===== src/rtl/commit_retire_pkg.sv =====
// Shared types for the retire stage.
package commit_retire_pkg;

    // What one window entry does in the current cycle.
    typedef enum logic [2:0] {
        ACT_STOP     = 3'd0,   // scan ends here, nothing leaves
        ACT_DROP     = 3'd1,   // squashed entry leaves for free
        ACT_COMMIT   = 3'd2,   // normal commit
        ACT_NONSPEC  = 3'd3,   // serialising request sent, scan ends
        ACT_UNCACHED = 3'd4,   // uncached load request sent, scan ends
        ACT_FAULT    = 3'd5    // fault taken, scan ends
    } slot_act_t;

endpackage


===== src/rtl/commit_slot.sv =====
// One link of the retire scan chain.
// Decides the action of a single window entry from its attributes, the
// number of commits already made earlier in the cycle and the store state.
// Assumes the chain is evaluated head first and go_in is low once any
// earlier link has stopped.
module commit_slot
    import commit_retire_pkg::*;
#(
    parameter int WIDTH = 4,
    localparam int CW   = $clog2(WIDTH + 1)
) (
    input  logic          go_in,
    input  logic [CW-1:0] cnt_in,
    input  logic          valid,
    input  logic          ready,
    input  logic          executed,
    input  logic          squashed,
    input  logic          nonspec,
    input  logic          is_load,
    input  logic          fault,
    input  logic          stores_pending,
    output logic          go_out,
    output logic [CW-1:0] cnt_out,
    output slot_act_t     act
);

    logic first_ok;

    // Special entries may act only as the first commit with no stores owed.
    assign first_ok = (cnt_in == '0) && !stores_pending;

    // Classify this entry and propagate the chain state.
    always_comb begin
        act     = ACT_STOP;
        go_out  = 1'b0;
        cnt_out = cnt_in;
        if (go_in && (cnt_in != CW'(WIDTH)) && valid && ready) begin
            if (squashed) begin
                act    = ACT_DROP;
                go_out = 1'b1;
            end else if (!executed) begin
                if (nonspec)
                    act = first_ok ? ACT_NONSPEC : ACT_STOP;
                else if (is_load)
                    act = first_ok ? ACT_UNCACHED : ACT_STOP;
                else
                    act = ACT_STOP;
            end else if (fault) begin
                act = first_ok ? ACT_FAULT : ACT_STOP;
            end else begin
                act     = ACT_COMMIT;
                go_out  = 1'b1;
                cnt_out = cnt_in + 1'b1;
            end
        end
    end

endmodule


===== src/rtl/commit_empty_track.sv =====
// Empty indication toward the earlier pipeline stages.
// Arms at reset or when retirement drains the buffer. Fires once the buffer
// is still empty, the store path is idle and no store committed this cycle.
// Assumes rob_occupancy is at least the retire count.
module commit_empty_track #(
    parameter int OCC_W = 6,
    parameter int RW    = 4
) (
    input  logic             clk,
    input  logic             rst_n,
    input  logic [OCC_W-1:0] rob_occupancy,
    input  logic [RW-1:0]    retire_cnt,
    input  logic             stores_pending,
    input  logic             store_committed,
    output logic             empty_ind
);

    logic             armed_q;
    logic             armed_now;
    logic [OCC_W-1:0] remaining;

    assign remaining = rob_occupancy - OCC_W'(retire_cnt);
    assign armed_now = armed_q || (retire_cnt != '0);

    // Combinational pulse, gated by the store conditions.
    always_comb begin
        empty_ind = armed_now && (remaining == '0) && !stores_pending && !store_committed;
    end

    // Arm state: kept while empty and not yet reported.
    always_ff @(posedge clk) begin
        if (!rst_n)
            armed_q <= 1'b1;
        else
            armed_q <= armed_now && (remaining == '0) && !empty_ind;
    end


    empty_no_store_chk: assert property (@(posedge clk) disable iff (!rst_n)
        empty_ind |-> (!stores_pending && !store_committed));


    empty_once_chk: assert property (@(posedge clk) disable iff (!rst_n)
        empty_ind |=> !armed_q);

endmodule


===== src/rtl/commit_stats.sv =====
// Retire bandwidth counters: full-width cycles and a commits-per-cycle
// histogram. Counters wrap silently at CNT_W bits.
module commit_stats #(
    parameter int WIDTH = 4,
    parameter int CNT_W = 16,
    localparam int CW   = $clog2(WIDTH + 1)
) (
    input  logic                       clk,
    input  logic                       rst_n,
    input  logic [CW-1:0]              commit_cnt,
    output logic [CNT_W-1:0]           full_cycles,
    output logic [(WIDTH+1)*CNT_W-1:0] hist
);

    // Count cycles in which the whole commit width was used.
    always_ff @(posedge clk) begin
        if (!rst_n)
            full_cycles <= '0;
        else if (commit_cnt == CW'(WIDTH))
            full_cycles <= full_cycles + 1'b1;
    end

    for (genvar b = 0; b <= WIDTH; b++) begin : g_bin
        logic [CNT_W-1:0] bin_q;

        // One histogram bin per possible commit count.
        always_ff @(posedge clk) begin
            if (!rst_n)
                bin_q <= '0;
            else if (commit_cnt == CW'(b))
                bin_q <= bin_q + 1'b1;
        end

        assign hist[b*CNT_W +: CNT_W] = bin_q;
    end


    full_step_chk: assert property (@(posedge clk) disable iff (!rst_n)
        (commit_cnt == CW'(WIDTH)) |=> (full_cycles == CNT_W'($past(full_cycles) + 1'b1)));


    full_hold_chk: assert property (@(posedge clk) disable iff (!rst_n)
        (commit_cnt != CW'(WIDTH)) |=> $stable(full_cycles));

endmodule


===== src/rtl/commit_retire_unit.sv =====
// Width-limited in-order retire stage.
// Scans WINDOW head entries each cycle through a chain of commit_slot links
// and retires up to WIDTH committed entries plus any squashed ones in
// between. It also drives the feedback to the earlier stages, the trap-hold
// state and the bandwidth counters.
// Assumes the buffer presents its oldest entries at index 0 upward and pops
// exactly retire_mask at the clock edge.
module commit_retire_unit
    import commit_retire_pkg::*;
#(
    parameter int WIDTH  = 4,
    parameter int WINDOW = 8,
    parameter int SEQ_W  = 16,
    parameter int OCC_W  = 6,
    parameter int CNT_W  = 16
) (
    input  logic                       clk,
    input  logic                       rst_n,
    input  logic [WINDOW-1:0]          ent_valid,
    input  logic [WINDOW-1:0]          ent_ready,
    input  logic [WINDOW-1:0]          ent_executed,
    input  logic [WINDOW-1:0]          ent_squashed,
    input  logic [WINDOW-1:0]          ent_nonspec,
    input  logic [WINDOW-1:0]          ent_load,
    input  logic [WINDOW-1:0]          ent_store,
    input  logic [WINDOW-1:0]          ent_fault,
    input  logic [WINDOW*SEQ_W-1:0]    ent_seq,
    input  logic                       stores_pending,
    input  logic [OCC_W-1:0]           rob_occupancy,
    input  logic                       trap_resolve,
    output logic [WINDOW-1:0]          retire_mask,
    output logic [WINDOW-1:0]          commit_mask,
    output logic                       done_valid,
    output logic [SEQ_W-1:0]           done_seq,
    output logic                       ns_req,
    output logic                       ns_uncached,
    output logic [SEQ_W-1:0]           ns_seq,
    output logic                       trap_pending,
    output logic                       entries_changed,
    output logic                       rob_empty_ind,
    output logic [CNT_W-1:0]           full_width_cycles,
    output logic [(WIDTH+1)*CNT_W-1:0] commit_hist
);

    localparam int CW = $clog2(WIDTH + 1);
    localparam int RW = $clog2(WINDOW + 1);

    logic              go_ch  [WINDOW+1];
    logic [CW-1:0]     cnt_ch [WINDOW+1];
    slot_act_t         act    [WINDOW];
    logic              trap_q;
    logic              fault_take;
    logic              store_committed;
    logic [RW-1:0]     retire_cnt;

    assign go_ch[0]  = !trap_q;
    assign cnt_ch[0] = '0;

    for (genvar i = 0; i < WINDOW; i++) begin : g_slot
        commit_slot #(.WIDTH(WIDTH)) u_slot (
            .go_in          (go_ch[i]),
            .cnt_in         (cnt_ch[i]),
            .valid          (ent_valid[i]),
            .ready          (ent_ready[i]),
            .executed       (ent_executed[i]),
            .squashed       (ent_squashed[i]),
            .nonspec        (ent_nonspec[i]),
            .is_load        (ent_load[i]),
            .fault          (ent_fault[i]),
            .stores_pending (stores_pending),
            .go_out         (go_ch[i+1]),
            .cnt_out        (cnt_ch[i+1]),
            .act            (act[i])
        );

        assign retire_mask[i] = (act[i] == ACT_DROP) || (act[i] == ACT_COMMIT);
        assign commit_mask[i] = (act[i] == ACT_COMMIT);
    end

    // Collect per-slot actions into the feedback outputs.
    always_comb begin
        done_valid      = 1'b0;
        done_seq        = '0;
        ns_req          = 1'b0;
        ns_uncached     = 1'b0;
        ns_seq          = '0;
        fault_take      = 1'b0;
        store_committed = 1'b0;
        retire_cnt      = '0;
        for (int i = 0; i < WINDOW; i++) begin
            if (act[i] == ACT_COMMIT) begin
                done_valid = 1'b1;
                done_seq   = ent_seq[i*SEQ_W +: SEQ_W];
                if (ent_store[i])
                    store_committed = 1'b1;
            end
            if ((act[i] == ACT_NONSPEC) || (act[i] == ACT_UNCACHED)) begin
                ns_req      = 1'b1;
                ns_uncached = (act[i] == ACT_UNCACHED);
                ns_seq      = ent_seq[i*SEQ_W +: SEQ_W];
            end
            if (act[i] == ACT_FAULT)
                fault_take = 1'b1;
            retire_cnt = retire_cnt + RW'(retire_mask[i]);
        end
    end

    assign entries_changed = (retire_mask != '0);
    assign trap_pending    = trap_q;

    // Trap-hold state: set by a taken fault, cleared by the acknowledge.
    always_ff @(posedge clk) begin
        if (!rst_n)
            trap_q <= 1'b0;
        else if (trap_resolve)
            trap_q <= 1'b0;
        else if (fault_take)
            trap_q <= 1'b1;
    end

    commit_empty_track #(.OCC_W(OCC_W), .RW(RW)) u_empty (
        .clk             (clk),
        .rst_n           (rst_n),
        .rob_occupancy   (rob_occupancy),
        .retire_cnt      (retire_cnt),
        .stores_pending  (stores_pending),
        .store_committed (store_committed),
        .empty_ind       (rob_empty_ind)
    );

    commit_stats #(.WIDTH(WIDTH), .CNT_W(CNT_W)) u_stats (
        .clk         (clk),
        .rst_n       (rst_n),
        .commit_cnt  (cnt_ch[WINDOW]),
        .full_cycles (full_width_cycles),
        .hist        (commit_hist)
    );


    width_limit_chk: assert property (@(posedge clk) disable iff (!rst_n)
        $countones(commit_mask) <= WIDTH);

    for (genvar i = 0; i + 1 < WINDOW; i++) begin : g_prefix_chk

        retire_prefix_chk: assert property (@(posedge clk) disable iff (!rst_n)
            retire_mask[i+1] |-> retire_mask[i]);
    end


    ns_first_chk: assert property (@(posedge clk) disable iff (!rst_n)
        ns_req |-> (!stores_pending && (commit_mask == '0)));


    uncached_qual_chk: assert property (@(posedge clk) disable iff (!rst_n)
        ns_uncached |-> ns_req);


    trap_hold_chk: assert property (@(posedge clk) disable iff (!rst_n)
        trap_pending |-> (retire_mask == '0));


    trap_clear_chk: assert property (@(posedge clk) disable iff (!rst_n)
        trap_resolve |=> !trap_pending);


    changed_chk: assert property (@(posedge clk) disable iff (!rst_n)
        entries_changed |-> (retire_mask != '0));

endmodule


===== config.mk =====
export PLATFORM = sky130hd
export DESIGN_NAME = commit_retire_unit
export DESIGN_NICKNAME = d
export VERILOG_FILES = /design/src/rtl/commit_retire_pkg.sv /design/src/rtl/commit_slot.sv /design/src/rtl/commit_empty_track.sv /design/src/rtl/commit_stats.sv /design/src/rtl/commit_retire_unit.sv
export SDC_FILE = /design/constraint.sdc
export NUM_CORES = 1
export LEC_CHECK = 0
export BUFFER_PORTS_ARGS = -buffer_cell sky130_fd_sc_hd__buf_2
export CAP_MARGIN = 20
export CORE_UTILIZATION = 35
export DETAILED_ROUTE_END_ITERATION = 10
export GPL_TIMING_DRIVEN = 0
export PLACE_DENSITY = 0.7
export SYNTH_ARGS = -nofsm -noshare
export SYNTH_HDL_FRONTEND = slang
export SYNTH_SLANG_ARGS = --single-unit
export TNS_END_PERCENT = 30

===== constraint.sdc =====
create_clock -name clk -period 17.85 [get_ports clk]
set_input_delay 2.6775 -clock clk [delete_from_list [all_inputs] [get_ports clk]]
set_output_delay 2.6775 -clock clk [all_outputs]
set_load 0.01 [all_outputs]

; After elaboration in Yosys (flattened, before gate mapping)
; Index checks and enable logic that the tools add are counted.
[totals]
regBits = 98
latch_bits = 0
ram_bits = 0
rom_bits = 0
inputBits = 202
out_inout_bits = 150
n_memories = 0
[op_classes]
n_addsub = 21
mul = 0
div_mod_pow = 0
order_cmp = 0
eq_ne = 51
shifts = 0
n_mux = 196
n_bitwise = 1
n_reduce_logical = 67
[ops]
columns = op, n
row1 = 3-bit two-way mux, 95
row2 = 16-bit two-way mux, 16
row3 = "16-bit by 1-bit adder with 16-bit output, second input constant", 6
row4 = 1-bit two-way mux, 77
row5 = "3-bit by 2-bit == test with 1-bit output, second input constant", 18
row6 = "3-bit == test, second input constant", 17
row7 = 1-bit logical AND, 34
row8 = "3-bit by 1-bit == test with 1-bit output, second input constant", 9
row9 = 3-bit zero test, 8
row10 = "3-bit by 1-bit adder with 3-bit output, second input constant", 7
row11 = "3-bit != test, second input constant", 7
row12 = 1-bit logical OR, 17
row13 = 4-bit by 1-bit adder with 4-bit output, 4
row14 = 2-bit two-way mux, 8
row15 = 8-bit nonzero test, 1
row16 = 6-bit zero test, 1
row17 = 6-bit by 4-bit subtractor with 6-bit output, 1
row18 = 3-bit by 1-bit adder with 4-bit output, 1
row19 = 1-bit zero test, 4
row20 = 4-bit nonzero test, 1
row21 = 2-bit by 1-bit adder with 3-bit output, 1
row22 = 1-bit by 1-bit adder with 2-bit output, 1
row23 = 2-bit OR reduction, 1
row24 = 1-bit inverter, 1

; Depth between registers and ports, before layout
; Gate-level depths: netlist (run 1).
[logic_depth]
ltp_word = 52
ltp_mapped = 58
mapped_depth_nobuf = 54

; Hierarchy
; Synthesis (run 1) repeated with hierarchy kept, for this count alone.
[hier_totals]
cells_unflattened = 1147
hier_area_um2 = 9078.7
[by_module_without_submodules]
columns = mod, n_inst, cells_each, area_each_um2, seq_area_each_um2
row1 = commit_stats, 1, 502, 4355.4, 1921.8
row2 = commit_retire_unit, 1, 421, 2824.0, 20.0
row3 = commit_slot, 8, 25, 212.7, 0.0
row4 = commit_empty_track, 1, 24, 197.7, 20.0

; Worst setup path after synthesis (run 1)
; OpenSTA, ideal clock, no wires.
[synth_timing]
path_type = input port to output port
from = input port ent_squashed[0]
to = output port rob_empty_ind
arrival_time_ns = 13.865
required_ns = 15.172
slack_ns = 1.307
stages = 55
n_path_buf = 4
cell_sequence = nor4bb_1 -> and2_1 -> clkbuf_1 -> clkbuf_1 -> ha_1 -> o2111ai_1 -> nand2_1 -> ha_1 -> inv_1 -> a2111o_1 -> a21o_1 -> ha_1 -> nand2_1 -> a21oi_1 -> nor4_2 -> and2_1 -> buf_4 -> xnor2_1 -> [19 not listed] -> a21oi_1 -> nand3_1 -> or3_1 -> fa_1 -> inv_1 -> ha_1 -> fa_1 -> inv_1 -> ha_1 -> a21oi_1 -> mux2i_1 -> nand2_1 -> o31ai_1 -> a21oi_1 -> or4_1 -> nand3b_1 -> a21oi_1 -> and3_1
[synth_via]
elab_chain_cells = 48
word_cells_on_any_way = 201
classes_between = 14 x add/sub / 23 x eq/ne / 114 x mux / 50 x reduce/logical
[synth_rtl]
columns = item, line_no
row1 = "start, declared", commit_retire_unit.sv:22  ; input logic [WINDOW-1:0] ent_squashed,
row2 = 3-bit two-way mux, commit_slot.sv:38  ; if (squashed) begin
row3 = 3-bit two-way mux, commit_slot.sv:37  ; if (go_in && (cnt_in != CW'(WIDTH)) && valid && ready) begin
row4 = 3-bit by 1-bit adder with 3-bit output / 3-bit != test (equally long branches), "commit_slot.sv:53, commit_slot.sv:37"
row5 = 3-bit two-way mux / 1-bit logical AND (equally long branches), "commit_slot.sv:48, commit_slot.sv:37"
row6 = 3-bit two-way mux / 1-bit logical AND (equally long branches), "commit_slot.sv:41, commit_slot.sv:37"
row7 = 3-bit two-way mux / 1-bit logical AND (equally long branches), "commit_slot.sv:38, commit_slot.sv:37"
row8 = 3-bit two-way mux, commit_slot.sv:37
row9 = 3-bit by 1-bit adder with 3-bit output / 3-bit != test (equally long branches), "commit_slot.sv:53, commit_slot.sv:37"
row10 = [31 not listed], n/a
row11 = 3-bit two-way mux, commit_slot.sv:37
row12 = 3-bit by 1-bit == test with 1-bit output / 3-bit by 2-bit == test with 1-bit output (equally long branches), "commit_retire_unit.sv:76, commit_retire_unit.sv:91"
row13 = 1-bit logical OR, commit_retire_unit.sv:76  ; assign retire_mask[i] = (act[i] == ACT_DROP) || (act[i] == ACT_COMMIT);
row14 = 4-bit by 1-bit adder with 4-bit output, commit_retire_unit.sv:104  ; retire_cnt = retire_cnt + RW'(retire_mask[i]);
row15 = 6-bit by 4-bit subtractor with 6-bit output / 4-bit nonzero test (equally long branches), "commit_empty_track.sv:22, commit_empty_track.sv:23"
row16 = 6-bit zero test / 1-bit logical OR (equally long branches), "commit_empty_track.sv:27, commit_empty_track.sv:23"
row17 = 1-bit logical AND (2 in a row), commit_empty_track.sv:27  ; empty_ind = armed_now && (remaining == '0) && !stores_pending && !store_committed;
row18 = 1-bit logical AND *, commit_empty_track.sv:27
row19 = "end, declared", commit_retire_unit.sv:40  ; output logic rob_empty_ind,
; Mark *: on every way between the ends. The rest lies on a longest branch, timed or not.

; Final worst setup path (run 1)
; Ends and elaborated chain as after synthesis.

==> metrics, run 1 <==
syn_area_per_cell between 7 and 8 um^2; min cycle time layout 17.24 ns; crit-path max FO 11; Clk network pwr share 42.8%; initial core utilization between 30% and 40%; Post-Syn Nets ~1400; total power 0.509 mW; Final Hold Slack between 0.4 and 0.5 ns; CP max-delay cell or4_1; Cell Rows 57; vias per cell around 5.6; clk root buf clkbuf_16; grt ovf 0; Die Span Y ~160 um; total number of vias about 11000; DP Area about 11000 um^2; sw frac between 20% and 30%; period utilization 96.6%; Seq. cell area between 1500 and 2000 um^2; htree depth 3; YS warnings 0; Synth Cell Area 8660 um^2; GPL Wtd Cong 0.962; Filler Cell Count ~2600; final setup fails 0; flops & latches, synth roughly 100; area grow syn2layout 31.6%; CTS Buf Count 9; Max-slew headroom a little under two fifths; DP Worst Slack -1.68 ns; die area 25400 um^2; Primary FF master, synth dfxtp_1; commonest cells after routing, fill and taps aside buf_2 (355), nand2_1 (160), dfxtp_1 (98); CTS Buffer Depth 2; layout cells sized above 1 27.8%; Multi-input gate area about 6400 um^2; worst path required time between 15 and 20 ns; NumNets Final about 1800; Clk Latency, worst-skew pair roughly 0.34 ns; max-capacitance violation count 0; total wire length around 36 mm; Yosys cell types 84; worst stage delay on the critical path approximately 0.54 ns; Slew @ Worst Pin roughly 0.9 ns; Worst Setup End Kind primary output; Startpoint Class input pin; status complete, no violations; Hold Buf Count CTS 0; CP dominant cell by count ha_1; vias in the first global route ~10000; post-route cell area between 10000 and 15000 um^2; PnR worst setup slack 0.613 ns; core area approximately 24000 um^2; EDFF count, synth 0; DR iter-0 viols roughly 1000; initial antenna violation count 12; DRC violations left 0; Final Hold Fails 0; port bufs ~350; die extent in x 159 um; Setup CP Type input pin to primary output; asr flop ratio synth 0%; Lkg Pwr around 5.2 nW; Hold Crit Class flop to flop; Gate power share between 10 and 15%; CTS tree built; drt pass-1 iters 6; Fmax slightly below 60 MHz; post-DP HPWL between 20 and 30 mm; clk_skew slightly below 0.008 ns; overall routing resource usage roughly 27%; clock-pin slew on the worst setup and hold paths 0.07 ns; final core occ approximately 47%; register area share after synthesis a little under a quarter; switching pwr between 0.1 and 0.15 mW; Power Dens Cells approximately 45 nW/um^2; Final ANT Viol Nets 0; Top Ports 352; VDD IR max approximately 63 uV; first-pass GRT wire length about 55 mm; Slew Viols, Final 0; most common cell after layout, fill and taps aside buf_2; cell-internal power roughly 0.38 mW; power share of the sequential group 43.4%; largest net degree at the start of global routing 18; Critical Path AT about 15 ns; Gate Count Post-Synth ~1200; # clock sinks 98; WL per Instance about 19 um
path summary, 6_finish.rpt:
kind                                     endpoint                                 start  slack [ns]  cells past startpoint
min          u_stats.full_cycles[15]$_SDFFE_PN0N_  u_stats.full_cycles[15]$_SDFFE_PN0N_        0.47                      2
max reg2reg            u_empty.armed_q$_SDFF_PN1_             trap_pending$_SDFFE_PP0P_        5.71                     56
max                                 rob_empty_ind                       ent_squashed[0]        0.61                     57
min reg2reg  u_stats.full_cycles[15]$_SDFFE_PN0N_  u_stats.full_cycles[15]$_SDFFE_PN0N_        0.47                      2
stage by stage:
stage / cells / setup TNS, ns
final: 1912 / 0
after global routing: 1911 / -0.0468
after CTS: 1896 / 0
after detailed placement: 1879 / -1.68
after global placement: 1878 / -1.64
after floorplan: 1203 / 0
power groups by stage:
stage                     sequential, mW  combinational, mW  clock (mW)
after detailed placement           0.226             0.0676           0
final                              0.221             0.0705       0.218
after global routing               0.221             0.0760       0.230
after floorplan                    0.226             0.0252           0
after global placement             0.226             0.0673           0
after CTS                          0.220             0.0686       0.221
timing repair:
item	CTS	global route
buffers inserted	2	6
resized for setup	17	13
endpoints found under the setup margin	1	1
pin swaps	2	5
state kept, by name, summed over array words and instances, names as in the netlist:
signal,flops
u_stats.g_bin.bin_q,80
u_stats.full_cycles,16
trap_pending,1
u_empty.armed_q,1
critical path: cells and delay by family:
family | cells | cell delay (ns)
AND/OR/NAND/NOR | 16 | 3.77
adder cells (fa/ha/maj) | 11 | 3.23
AO/OA/AOI/OAI | 13 | 2.44
buffers and inverters | 12 | 1.46
XOR/XNOR | 3 | 0.60
multiplexers | 2 | 0.34
cell type report:
| type | count | share of cell area, % |
|---|---|---|
| antenna | 10 | 0.220 |
| timing repair buffer | 360 | 16.0 |
| sequential | 98 | 17.2 |
| clock inverter | 6 | 0.824 |
| multi-input combinational | 993 | 56.2 |
| clock buffer | 10 | 2.10 |
| inverter | 50 | 1.67 |
| tap | 324 | 3.56 |
| buffer | 61 | 2.19 |
Yosys cell counts, types with 19 or more instances:
| master | n | area (um^2) |
|---|---|---|
| a21oi_1 | 58 | 290 |
| and3_1 | 33 | 206 |
| clkbuf_1 | 54 | 203 |
| dfxtp_1 | 98 | 1960 |
| ha_1 | 25 | 313 |
| inv_1 | 44 | 165 |
| mux2i_1 | 24 | 240 |
| nand2_1 | 160 | 601 |
| nand3_1 | 55 | 275 |
| nand4_1 | 19 | 119 |
| nor2_1 | 95 | 357 |
| nor3_1 | 51 | 255 |
| nor4_1 | 27 | 169 |
| o211ai_1 | 24 | 180 |
| o21ai_0 | 70 | 350 |
| or3_1 | 25 | 156 |
| xnor2_1 | 50 | 438 |
kinds of logic after synthesis:
| family | count (synthesis) | synth area share, % |
|---|---|---|
| XOR/XNOR | 60 | 6.07 |
| AO/OA/AOI/OAI | 282 | 22.0 |
| AND/OR/NAND/NOR | 592 | 36.1 |
| buffers and inverters | 112 | 5.06 |
| adder cells (fa/ha/maj) | 29 | 4.54 |
| flip-flops | 98 | 22.7 |
| multiplexers | 30 | 3.60 |
metal layers:
metal,GRT usage [%],vias to the layer above,wire (um)
met4,13.9,4,1860
li1,-,5180,-
met1,30.7,5025,14200
met2,48.8,457,17700
met3,5.78,78,2560
met5,0,-,30
Power figures use the tool's default switching activity.
==> run 2, diff against run 1 <==
Settings changed: CTS_BUF_LIST set to sky130_fd_sc_hd__clkbuf_4.
==> metrics, run 2 (same netlist as run 1, synthesis figures left out) <==
status complete, no violations (unchanged); Slew Viols, Final 0 (unchanged); setup TNS 0 ns (unchanged); max-capacitance violation count 0 (unchanged); crit-path max FO 11 (unchanged); WL per Instance 18.9 um (was 19.0 um); first-pass GRT wire length 55.3 mm (was 55.4 mm); layout cells sized above 1 27.7% (was 27.8%); area grow syn2layout 29.6% (was 31.6%); commonest cells after routing, fill and taps aside buf_2 (355), nand2_1 (160), dfxtp_1 (98) (unchanged); final core occ 46.1% (was 46.8%); Slew @ Worst Pin 0.935 ns (was 0.905 ns); Critical Path AT 14.55 ns (was 14.56 ns); largest net degree at the start of global routing 18 (unchanged); period utilization 96.5% (was 96.6%); port bufs 351 (unchanged); # clock sinks 98 (unchanged); worst path required time 15.17 ns (about the same); core area 24300 um^2 (unchanged); vias in the first global route 10100 (about the same); Hold Buf Count CTS 0 (unchanged); Top Registers u_stats.g_bin.bin_q: 80 flops, u_stats.full_cycles: 16 flops (unchanged); CP max-delay cell or4_1 (unchanged); most common cell after layout, fill and taps aside buf_2 (unchanged); VDD IR max 52.4 uV (was 63.3 uV); total number of vias 10800 (was 10700); DR iter-0 viols 986 (was 1037); post-DP HPWL 29.8 mm (unchanged); clk root buf clkbuf_4 (was clkbuf_16); Clk Latency, worst-skew pair 0.45 ns (was 0.34 ns); Fmax 58.0 MHz (about the same); DRC violations left 0 (unchanged); Final Hold Fails 0 (unchanged); Cell Rows 57 (unchanged); Setup CP Type input pin to primary output (unchanged); Power Dens Cells 38.1 nW/um^2 (was 44.7 nW/um^2); max FFs per register 80 (unchanged); initial antenna violation count 12 (unchanged); min cycle time layout 17.23 ns (was 17.24 ns); CP dominant cell by count ha_1 (unchanged); Lkg Pwr 5.17 nW (was 5.25 nW); htree depth 3 (unchanged); overall routing resource usage 27.3% (was 27.4%); NumNets Final 1804 (unchanged); final setup fails 0 (unchanged); met3 WL 2.61 mm (was 2.56 mm); CTS Buf Count 9 (unchanged); CTS Buffer Depth 2 (unchanged); M1 wire length 14.1 mm (was 14.2 mm); grt ovf 0 (unchanged); Die Span Y 159 um (unchanged); clk_skew 0.0238 ns (was 0.00788 ns); clock-pin slew on the worst setup and hold paths 0.14 ns (was 0.07 ns); GPL Wtd Cong 0.962 (unchanged); CTS tree built (unchanged); Max Used Layer met5 (unchanged); die extent in x 159 um (unchanged); Largest Register u_stats.g_bin.bin_q (unchanged); drt pass-1 iters 6 (unchanged); R2R Setup Slk 5.71 ns (about the same); Worst Setup End Kind primary output (unchanged); total wire length 36.2 mm (was 36.3 mm); Top Ports 352 (unchanged); worst stage delay on the critical path 0.54 ns (about the same); Startpoint Class input pin (unchanged); initial core utilization 35.6% (unchanged); Final ANT Viol Nets 0 (unchanged); Hold Crit Class flop to flop (unchanged); met2 routed WL 17.6 mm (was 17.7 mm); vias per cell 5.63 (was 5.62); Max-slew headroom 35.9% (was 37.9%); die area 25400 um^2 (unchanged)
## run 2: changes by cell type in the layout (fill, tap and decap cells not counted)
cell       previous run  this run
clkbuf_4              1        10
clkbuf_8              1         0
clkbuf_16             9         0
clkinv_1              2         3
## run 2: final timing paths
path / to / depth (start not counted) / start
max: rob_empty_ind / 57 / ent_squashed[0]
min: u_stats.full_cycles[15]$_SDFFE_PN0N_ / 2 / u_stats.full_cycles[15]$_SDFFE_PN0N_
max reg2reg: u_empty.armed_q$_SDFF_PN1_ / 56 / trap_pending$_SDFFE_PP0P_
min reg2reg: u_stats.full_cycles[15]$_SDFFE_PN0N_ / 2 / u_stats.full_cycles[15]$_SDFFE_PN0N_
## run 2: critical path: cells and delay by family
| kind | cells | cell delay [ns] |
|---|---|---|
| and+or+nand+nor | 16 | 3.78 |
| adders and majority gates | 11 | 3.23 |
| buffers and inverters | 12 | 1.46 |
| xor gates and xnor gates | 3 | 0.60 |
| AOI/OAI and AO/OA | 13 | 2.43 |
| muxes | 2 | 0.33 |
## run 2: metrics by stage
stage | worst slack, ns | cells | hold WS (ns) | power (mW) | area, um^2
2_1_floorplan | 1.31 | 1203 | 0.490 | 0.251 | 8660
3_5_place_dp | -1.68 | 1879 | 0.465 | 0.293 | 10800
6_report | 0.618 | 1912 | 0.485 | 0.428 | 11200
5_1_grt | -0.0468 | 1911 | 0.514 | 0.447 | 11200
3_3_place_gp | -1.64 | 1878 | 0.455 | 0.293 | 10800
4_1_cts | 0.0129 | 1896 | 0.492 | 0.431 | 11100
## run 2: final cells by class
cell class                      count  area, um^2
Multi-Input combinational cell    993        6400
Sequential cell                    98        1960
Tap cell                          324         405
Buffer                             61         249
Inverter                           50         190
Clock inverter                      7        97.6
Antenna cell                       10        25.0
Fill cell                        2585       13100
Clock buffer                        9        67.6
Timing Repair Buffer              360        1820
## run 2: where the power goes
part	leakage [nW]	internal, mW	switching (mW)
Clock	0.0850	0.0579	0.0787
Sequential	0.790	0.220	0.00120
Combinational	4.30	0.0296	0.0407
## run 2: repair_timing
action / in CTS / in global routing
pin swaps: 2 / 5
resized for setup: 17 / 13
setup endpoints to repair: 1 / 1
gates cloned: 0 / 0
setup buffers: 2 / 6
## run 2: metal layers
| layer | GRT usage (%) | vias to the layer above |
|---|---|---|
| met2 | 48.7 | 499 |
| met3 | 5.70 | 84 |
| met5 | 0 | - |
| li1 | - | 5185 |
| met1 | 30.7 | 4991 |
| met4 | 13.8 | 4 |
